**src/rtl/tmr_pkg.sv**
```systemverilog
package tmr_pkg;

    localparam int NCH    = 4;
    localparam int DATA_W = 32;
    localparam int ADDR_W = 3;
    localparam int CH_IW  = $clog2(NCH);

    typedef enum logic [ADDR_W-1:0] {
        OFF_CMP0   = 3'd0,
        OFF_COUNT  = 3'd4,
        OFF_STATUS = 3'd5,
        OFF_IRQEN  = 3'd6
    } reg_off_e;

    typedef struct packed {
        logic              we;
        logic [ADDR_W-1:0] addr;
        logic [DATA_W-1:0] data;
    } bus_req_t;

    function automatic logic is_cmp_off(input logic [ADDR_W-1:0] a);
        return (int'(a) < NCH);
    endfunction

endpackage

```
**src/rtl/tmr_counter.sv**
```systemverilog
module tmr_counter #(
    parameter int W = 32
) (
    input  logic         clk,
    input  logic         rst,
    output logic [W-1:0] cnt_o
);
    logic [W-1:0] cnt_q;

    always_ff @(posedge clk) begin
        if (rst) cnt_q <= '0;
        else     cnt_q <= cnt_q + 1'b1;
    end

    assign cnt_o = cnt_q;

    AST_CNT_STEP: assert property (@(posedge clk) disable iff (rst)
        1'b1 |=> (cnt_o == $past(cnt_o) + 1'b1));

endmodule

```
**src/rtl/tmr_chan.sv**
```systemverilog
module tmr_chan #(
    parameter int W = 32
) (
    input  logic         clk,
    input  logic         rst,
    input  logic         cmp_we,
    input  logic [W-1:0] cmp_wdata,
    input  logic         clr,
    input  logic [W-1:0] cnt,
    output logic [W-1:0] cmp_o,
    output logic         flag_o
);
    logic [W-1:0] cmp_q;
    logic         flag_q;
    logic         hit;

    assign hit = (cnt == cmp_q);

    always_ff @(posedge clk) begin
        if (rst) begin
            cmp_q  <= '1;
            flag_q <= 1'b0;
        end else begin
            if (cmp_we) cmp_q <= cmp_wdata;
            flag_q <= (flag_q & ~clr) | hit;
        end
    end

    assign cmp_o  = cmp_q;
    assign flag_o = flag_q;

    AST_FLAG_SET: assert property (@(posedge clk) disable iff (rst)
        (cnt == cmp_o) |=> flag_o);
    AST_FLAG_STICKY: assert property (@(posedge clk) disable iff (rst)
        (flag_o && !clr) |=> flag_o);
    AST_FLAG_CLEAR: assert property (@(posedge clk) disable iff (rst)
        (clr && (cnt != cmp_o)) |=> !flag_o);
    AST_SET_WINS: assert property (@(posedge clk) disable iff (rst)
        (clr && (cnt == cmp_o)) |=> flag_o);

endmodule

```
**src/rtl/tmr_regif.sv**
```systemverilog
module tmr_regif
    import tmr_pkg::*;
#(
    parameter int W = 32
) (
    input  logic                    clk,
    input  logic                    rst,
    input  bus_req_t                req,
    input  logic [W-1:0]            cnt,
    input  logic [NCH-1:0][W-1:0]   cmp_all,
    input  logic [NCH-1:0]          flags,
    output logic [NCH-1:0]          cmp_we,
    output logic [NCH-1:0]          clr,
    output logic [NCH-1:0]          ien_o,
    output logic [DATA_W-1:0]       rdata_o
);
    logic [NCH-1:0]    ien_q;
    logic [DATA_W-1:0] rdata_q;
    logic [DATA_W-1:0] rd_next;
    logic [DATA_W-1:0] cnt_ext;
    logic [DATA_W-1:0] cmp_ext;

    for (genvar i = 0; i < NCH; i++) begin : g_dec
        assign cmp_we[i] = req.we && (req.addr == ADDR_W'(i));
        assign clr[i]    = req.we && (req.addr == OFF_STATUS) && req.data[i];
    end

    always_comb begin
        cnt_ext = '0;
        cnt_ext[W-1:0] = cnt;
        cmp_ext = '0;
        cmp_ext[W-1:0] = cmp_all[req.addr[CH_IW-1:0]];
        rd_next = '0;
        if (is_cmp_off(req.addr)) begin
            rd_next = cmp_ext;
        end else begin
            case (req.addr)
                OFF_COUNT:  rd_next = cnt_ext;
                OFF_STATUS: rd_next[NCH-1:0] = flags;
                OFF_IRQEN:  rd_next[NCH-1:0] = ien_q;
                default:    rd_next = '0;
            endcase
        end
    end

    always_ff @(posedge clk) begin
        if (rst) begin
            ien_q   <= '0;
            rdata_q <= '0;
        end else begin
            if (req.we && (req.addr == OFF_IRQEN)) ien_q <= req.data[NCH-1:0];
            rdata_q <= rd_next;
        end
    end

    assign ien_o   = ien_q;
    assign rdata_o = rdata_q;

    AST_STATUS_RSV: assert property (@(posedge clk) disable iff (rst)
        (req.addr == OFF_STATUS) |=> (rdata_o[DATA_W-1:NCH] == '0));
    AST_COUNT_RD: assert property (@(posedge clk) disable iff (rst)
        (req.addr == OFF_COUNT) |=> (rdata_o[W-1:0] == $past(cnt)));
    AST_UNMAPPED_RD: assert property (@(posedge clk) disable iff (rst)
        (req.addr == 3'd7) |=> (rdata_o == '0));

endmodule

```
**src/rtl/tmr_match_unit.sv**
```systemverilog
module tmr_match_unit
    import tmr_pkg::*;
#(
    parameter int TMR_W = 32
) (
    input  logic              clk,
    input  logic              rst,
    input  logic              bus_we,
    input  logic [ADDR_W-1:0] bus_addr,
    input  logic [DATA_W-1:0] bus_wdata,
    output logic [DATA_W-1:0] bus_rdata,
    output logic [NCH-1:0]    irq
);
    bus_req_t                  req;
    logic [TMR_W-1:0]          cnt;
    logic [NCH-1:0][TMR_W-1:0] cmp_all;
    logic [NCH-1:0]            flags;
    logic [NCH-1:0]            cmp_we;
    logic [NCH-1:0]            clr;
    logic [NCH-1:0]            ien;

    assign req.we   = bus_we;
    assign req.addr = bus_addr;
    assign req.data = bus_wdata;

    tmr_counter #(.W(TMR_W)) u_cnt (
        .clk   (clk),
        .rst   (rst),
        .cnt_o (cnt)
    );

    for (genvar i = 0; i < NCH; i++) begin : g_ch
        tmr_chan #(.W(TMR_W)) u_ch (
            .clk       (clk),
            .rst       (rst),
            .cmp_we    (cmp_we[i]),
            .cmp_wdata (bus_wdata[TMR_W-1:0]),
            .clr       (clr[i]),
            .cnt       (cnt),
            .cmp_o     (cmp_all[i]),
            .flag_o    (flags[i])
        );
    end

    tmr_regif #(.W(TMR_W)) u_reg (
        .clk     (clk),
        .rst     (rst),
        .req     (req),
        .cnt     (cnt),
        .cmp_all (cmp_all),
        .flags   (flags),
        .cmp_we  (cmp_we),
        .clr     (clr),
        .ien_o   (ien),
        .rdata_o (bus_rdata)
    );

    assign irq = flags & ien;

    AST_IRQ_GATED: assert property (@(posedge clk) disable iff (rst)
        (bus_we && (bus_addr == OFF_IRQEN) && (bus_wdata[NCH-1:0] == '0)) |=> (irq == '0));

endmodule

```
**config.mk**
```make
export PLATFORM = sky130hd
export DESIGN_NAME = tmr_match_unit
export DESIGN_NICKNAME = d
export VERILOG_FILES = /design/src/rtl/tmr_pkg.sv /design/src/rtl/tmr_counter.sv /design/src/rtl/tmr_chan.sv /design/src/rtl/tmr_regif.sv /design/src/rtl/tmr_match_unit.sv
export SDC_FILE = /design/constraint.sdc
export NUM_CORES = 1
export LEC_CHECK = 0
export BUFFER_PORTS_ARGS = -buffer_cell sky130_fd_sc_hd__buf_2
export CORE_MARGIN = 2
export CORE_UTILIZATION = 55
export CTS_BUF_LIST = sky130_fd_sc_hd__clkbuf_16
export CTS_CLUSTER_DIAMETER = 100
export DETAILED_ROUTE_END_ITERATION = 12
export PLACE_DENSITY = 0.83
export SYNTH_ARGS = -nofsm -noshare
export SYNTH_HDL_FRONTEND = slang
export SYNTH_SLANG_ARGS = --single-unit
export TNS_END_PERCENT = 100
```
**constraint.sdc**
```tcl
create_clock -name clk -period 1.55 [get_ports clk]
set_input_delay 0.155 -clock clk [delete_from_list [all_inputs] [get_ports clk]]
set_output_delay 0.155 -clock clk [all_outputs]
set_load 0.05 [all_outputs]
```
==> flow_summary.json, run 1 <==
{
  "tightest_slew_ns": 0.3920,
  "finClkSkew_ns": 0.008897,
  "wl_per_cell_um": 21.70,
  "drive_above_1_share_pct": 27.17,
  "cts_max_level": 4,
  "timing.final.ws_setup_ns": -0.1438,
  "cts.sinks": 200,
  "finalSetupTns_ns": -1.176,
  "ir_drop_uv": 885.7,
  "netlist_area_sq_mm": 0.009951,
  "met2_usage_pct": 52.24,
  "async_flop_share_pct": 0,
  "status": "complete, but fails checks",
  "insertion_delay_ns": 0.45,
  "seqCellArea_sq_mm": 0.004055,
  "antenna_cells": 0,
  "grt-ovfl-total": 0,
  "end_kind": "flop",
  "hp-start": "bus_wdata[3]",
  "rsz0062_at_grt": "yes",
  "max_cap_violations": 0,
  "slew-limit-headroom_pct": 73.63,
  "whs_ns": 0.03063,
  "gr-max-usage-layer": "met2",
  "grt_max_degree": 88,
  "firstDrtPassIters": 6,
  "synth_edf_count": 0,
  "yosysUniqueCellTypes": 42,
  "mostFrequentLayoutCell": "nand2_1",
  "portBuffers": 73,
  "gp_congestion": 0.9520,
  "ys.flop_type": "dfxtp_1",
  "grt.met3_usage_pct": 6.651,
  "r2r-start": "u_cnt.cnt_o[22]",
  "clockBufferDepth": 2,
  "hp-class": "in -> reg",
  "final_cell_area_sq_mm": 0.01262,
  "p_leak_nw": 5.352,
  "ys_warn_count": 0,
  "netlist_instances": 1125,
  "ys_seq_area_share_pct": 40.24,
  "drc_errors": 0,
  "clock-root-buffer": "clkbuf_16",
  "die_y_um": 138.5,
  "drt_iter0_drc": 1269,
  "cp-startpoint": "u_cnt.cnt_o[22]",
  "fmax_ghz": 0.5904,
  "synth-seq-cells": 200,
  "crit_type": "reg -> reg",
  "num_io_pins": 74,
  "start_kind": "flop",
  "antenna_found_initial": 1,
  "rows": 49,
  "dp.final_hpwl_um": 20310,
  "grt_use_total_pct": 32.38,
  "viasPerCell": 6.146,
  "fin_crit_ns": 1.694,
  "hold_viol_final": 0,
  "critPathRequiredTime_ns": 1.93,
  "multiInputGateArea_sq_mm": 0.005879,
  "start_util_pct": 55.78,
  "violations": "setup timing",
  "setup-violations-final": 38,
  "arrival_ns": 2.08,
  "fp.dieArea_sq_mm": 0.01918,
  "final_cell_mix": "nand2_1, dfxtp_1, nand3b_1",
  "area_delta_synth_final_pct": 26.83,
  "layout.nets": 1314,
  "syn_nets": 1164,
  "grt_pass1_wl_um": 48850,
  "wl_um": 32920,
  "cts_tree": "yes",
  "clk_pin_slew_ns": 0.08,
  "use_met1_pct": 40.36,
  "grt_pass1_vias": 9054,
  "drtAntennaViolNets": 0,
  "pwr_density_cell_mw_per_mm2": 880.6,
  "slew_violations": 0,
  "syn-mean-instance-area_sq_um": 8.845,
  "finalCritPeriodShare_pct": 109.3,
  "placed_cell_area_sq_mm": 0.01117,
  "fillers": 1201,
  "fp.dieW_um": 138.5,
  "critPathMaxFanout": 5,
  "cts_buffers": 17,
  "routed-via-count": 9324,
  "core_sq_mm": 0.01784
}
[area by class of cell]
class	instances	area share, %
Clock buffer	17	3.371
Multi-Input combinational cell	824	46.58
Inverter	6	0.1784
Clock inverter	15	0.9517
Tap cell	229	2.270
Sequential cell	200	32.13
Timing Repair Buffer	226	14.51
[through the flow]
stage | util, % | setup slack (ns) | total power [mW] | cells
floorplan | - | -0.008699 | 6.382 | 1125
finish | 70.74 | -0.1438 | 11.11 | 1517
detailed placement | 62.59 | -0.1634 | 6.837 | 1440
global placement | 62.59 | -0.1206 | 6.806 | 1440
CTS | 68.08 | -0.02368 | 11.04 | 1504
global route | 70.74 | -0.1938 | 11.43 | 1517
[routing by layer]
| layer | part of all wire (%) | up-vias | wire length (um) |
|---|---|---|---|
| met4 | 5.9 | 2 | 1950 |
| li1 | - | 4088 | - |
| met5 | 0.036 | - | 12 |
| met1 | 36 | 4410 | 11910 |
| met3 | 11 | 171 | 3678 |
| met2 | 47 | 653 | 15370 |
[state kept, by name (all words and copies together), names as in the netlist]
register / count
u_reg.ien_o: 4
u_cnt.cnt_o: 32
g_ch.u_ch.flag_o: 4
u_reg.rdata_o: 32
g_ch.u_ch.cmp_o: 128
[path summary, 6_finish.rpt]
path	slack, ns	depth (start not counted)	endpoint
worst min-delay path	0.03	3	g_ch[3].u_ch.cmp_o[3]
worst max register to register	-0.14	6	g_ch[2].u_ch.flag_o
worst min register to register	0.50	2	g_ch[0].u_ch.cmp_o[14]
worst max-delay path	-0.14	6	g_ch[2].u_ch.flag_o
[timing repair]
item	4_1_cts	5_1_grt
gates resized for setup	35	76
buffers inserted	4	13
hold buffers	28	0
endpoints found under the hold margin	93	0
endpoints found under the setup margin	9	62
pin swaps	14	31
[cell families after synthesis]
group / count (synthesis) / share of synthesized area [%]
AND/OR/NAND/NOR: 580 / 29.95
flip-flops: 200 / 40.24
XOR/XNOR: 152 / 13.38
buffers and inverters: 101 / 4.703
AO/OA/AOI/OAI: 50 / 3.445
multiplexers: 41 / 8.160
adder cells (fa/ha/maj): 1 / 0.1257
[Yosys cell counts (2+ instances only)]
library cell | number | share of area (%)
inv_1 | 6 | 0.23
a22oi_1 | 32 | 2.4
nor4_1 | 11 | 0.69
nand3b_1 | 128 | 9.7
mux2i_1 | 8 | 0.80
xnor2_1 | 138 | 12
clkbuf_1 | 53 | 2.0
nor2_1 | 77 | 2.9
buf_4 | 12 | 0.91
and2_1 | 4 | 0.25
nor2_4 | 2 | 0.23
nand2_1 | 276 | 10
nor3_1 | 6 | 0.30
or3_1 | 4 | 0.25
nor2b_1 | 5 | 0.31
mux4_2 | 32 | 7.2
nand3_2 | 2 | 0.20
a211oi_1 | 4 | 0.30
buf_2 | 29 | 1.5
xor2_1 | 14 | 1.2
dfxtp_1 | 200 | 40
o21ai_0 | 4 | 0.20
a21oi_1 | 9 | 0.45
nand3_1 | 12 | 0.60
nand4_1 | 38 | 2.4
nand3_4 | 2 | 0.35
and3_1 | 2 | 0.13
[power by group]
group	total (mW)	leakage [nW]	switching, mW	internal [mW]
registers	5.46	1.65	0.158	5.30
clock network	4.24	0.264	2.15	2.09
logic	1.41	3.44	0.817	0.593
[worst max-delay path, cell delays in order (launching register included)]
cell,delay [ns]
dfxtp_2,0.34
buf_4,0.17
xnor2_1,0.23
nand4_1,0.23
nor4_2,0.40
a22oi_1,0.15
nor2_1,0.11
(Power assumes the default switching activity.)
==> run 2: changes to the inputs <==
SETUP_SLACK_MARGIN = 0.4   (was default)
SYNTH_HIERARCHICAL = 1   (was default)
==> flow_summary.json, run 2 <==
{
  "viasPerCell": 6.982,
  "antenna_cells": 0,
  "finalSetupTns_ns": -9.919,
  "holdPathEnd": "g_ch[3].u_ch/cmp_o[1]",
  "swShare_pct": 27.86,
  "cts_tree": "yes",
  "hp-class": "in -> reg",
  "wl_um": 38450,
  "end_kind": "flop",
  "yosysUniqueCellTypes": 43,
  "layout.nets": 1158,
  "synth-seq-cells": 200,
  "grt_max_degree": 43,
  "rr_worst_depth": 7,
  "gp_congestion": 0.9730,
  "power.share.combinational_pct": 13.8,
  "setup-violations-final": 26,
  "power_mw": 11.54,
  "grt_pass1_wl_um": 50370,
  "synth_top_cell_by_area": "dfxtp_1",
  "critPathRequiredTime_ns": 1.94,
  "netlist_instances": 941,
  "max_cap_violations": 0,
  "fmax_ghz": 0.4650,
  "num_io_pins": 74,
  "grt-ovfl-total": 0,
  "r2r_end": "g_ch[2].u_ch/flag_o",
  "slew_violations": 0,
  "die_y_um": 138.0,
  "async_flop_share_pct": 0,
  "wl_per_cell_um": 28.25,
  "cts_max_level": 4,
  "hp-start": "bus_wdata[1]",
  "core_sq_mm": 0.01778,
  "fin_crit_ns": 2.150,
  "synth.most_common_cell": "dfxtp_1",
  "cts.sinks": 200,
  "finalNonFillerCells": 1361,
  "clockBufferDepth": 2,
  "dp.cells": 1268,
  "p_leak_nw": 5.001,
  "dp.final_hpwl_um": 18530,
  "syn-mean-instance-area_sq_um": 10.50,
  "routed-via-count": 9503,
  "antenna_found_initial": 1,
  "ys_seq_area_share_pct": 40.54,
  "critPathMaxFanout": 6,
  "yosys.area.top_type_share_pct": 40.54,
  "fp.dieW_um": 138.0,
  "violations": "setup timing",
  "arrival_ns": 2.54,
  "crit_type": "reg -> reg",
  "netlist_area_sq_mm": 0.009877,
  "largest_register_ffs": 128,
  "switchingPower_mw": 3.214,
  "finalCritPeriodShare_pct": 138.7,
  "r2r-start": "u_cnt/cnt_o[0]",
  "drtAntennaViolNets": 0,
  "firstDrtPassIters": 9,
  "drive_above_1_share_pct": 42.49,
  "ff2ff_setup_slack_ns": -0.60,
  "final_cell_mix": "nor2b_1, a211o_1, dfxtp_1",
  "timing.final.ws_setup_ns": -0.6004,
  "area_delta_synth_final_pct": 35.88,
  "rsz0062_at_grt": "yes",
  "netlist_top_cells_area": "dfxtp_1, xnor2_1, a211o_1",
  "syn_nets": 980,
  "drc_errors": 0,
  "clock-root-buffer": "clkbuf_16",
  "finClkSkew_ns": 0.01407,
  "drt_iter0_drc": 1573,
  "ys.flop_type": "dfxtp_1",
  "synthTopCellsByCount": "dfxtp_1, nor2b_1, xnor2_1",
  "cts_buffers": 17,
  "slew-limit-headroom_pct": 57.19,
  "mostFrequentLayoutCell": "nor2b_1",
  "fin_util_pct": 75.48,
  "tightest_slew_ns": 0.6376,
  "hold_viol_final": 0,
  "fillers": 972,
  "start_util_pct": 55.55,
  "cell_internal_pwr_mw": 8.322,
  "insertion_delay_ns": 0.45,
  "clkPwrFrac_pct": 38.8,
  "clk_pin_slew_ns": 0.08,
  "start_kind": "flop",
  "ir_drop_uv": 808.1,
  "status": "complete, but fails checks",
  "synth_edf_count": 0,
  "whs_ns": 0.02665,
  "grt_pass1_vias": 8949,
  "hold_depth": 2,
  "pwr_density_cell_mw_per_mm2": 859.6,
  "portBuffers": 73,
  "fp.dieArea_sq_mm": 0.01905,
  "rows": 49,
  "p_seq_share_pct": 47.4,
  "grt_use_total_pct": 33.25,
  "ys_warn_count": 6
}
## run 2: critical path, cell delays in order (launching register included)
cell     delay (ns)
dfxtp_4        0.37
buf_4          0.17
xnor2_1        0.52
nand4_1        0.42
nor4_4         0.28
buf_4          0.17
a21oi_1        0.07
nor2_1         0.08
## run 2: logic make-up (layout without fill, tap and decap cells)
logic type / Yosys count / in the layout / share of synthesized area, %
AND/OR/NAND/NOR: 286 / 288 / 17.49
AO/OA/AOI/OAI: 198 / 198 / 16.68
multiplexers: 44 / 44 / 8.791
adder cells (fa/ha/maj): 1 / 1 / 0.1267
XOR/XNOR: 137 / 137 / 12.15
flip-flops: 200 / 200 / 40.54
buffers and inverters: 75 / 264 / 4.218
## run 2: cell type report
class                      instances  area [sq um]  area share (%)
timing repair buffer             227          2127           15.85
inverter                           5         18.77          0.1398
tap                              229         286.5           2.135
sequential                       200          4151           30.93
clock buffer                      18         450.4           3.356
multi-input combinational        668          6265           46.68
clock inverter                    14         121.4          0.9043
## run 2: worst max-delay path by stage
stage / slack [ns] / endpoint / startpoint
after global placement: -0.33 / u_cnt/cnt_o[21] / u_cnt/cnt_o[0]
after CTS: -0.29 / u_cnt/cnt_o[29] / u_cnt/cnt_o[3]
after floorplan: -0.38 / u_cnt/cnt_o[22] / u_cnt/cnt_o[1]
after detailed placement: -0.38 / u_cnt/cnt_o[30] / u_cnt/cnt_o[0]
after global routing: -0.63 / u_cnt/cnt_o[29] / u_cnt/cnt_o[20]
final: -0.60 / g_ch[2].u_ch/flag_o / u_cnt/cnt_o[0]
## run 2: power by group through the flow
stage / clock network (mW) / registers [mW] / logic (mW)
6_report: 4.48 / 5.47 / 1.59
3_5_place_dp: 0 / 5.55 / 1.27
2_1_floorplan: 0 / 5.72 / 0.703
3_3_place_gp: 0 / 5.54 / 1.25
5_1_grt: 4.68 / 5.48 / 1.64
4_1_cts: 4.37 / 5.44 / 1.41
## run 2: timing repair
action,CTS,global route
gates resized for setup,138,134
pin swaps,40,38
endpoints found under the hold margin,93,2
setup endpoints to repair,75,77
buffers inserted,20,9
gates cloned,4,2
hold buffers,25,1
## run 2: through the flow
| step | instance area [sq um] | setup WS (ns) |
|---|---|---|
| final | 13420 | -0.6004 |
| after global routing | 13420 | -0.6260 |
| after CTS | 12760 | -0.2874 |
| after detailed placement | 11240 | -0.3817 |
| after global placement | 11240 | -0.3270 |
| after floorplan | 10160 | -0.3777 |
## run 2: routing by layer
metal / global-route usage (%) / up-vias / wire [um]
met5: 0 / - / 0
met4: 20.46 / 0 / 3336
met3: 7.516 / 293 / 4434
met2: 53.36 / 865 / 17230
met1: 40.86 / 4544 / 13450
li1: - / 3801 / -
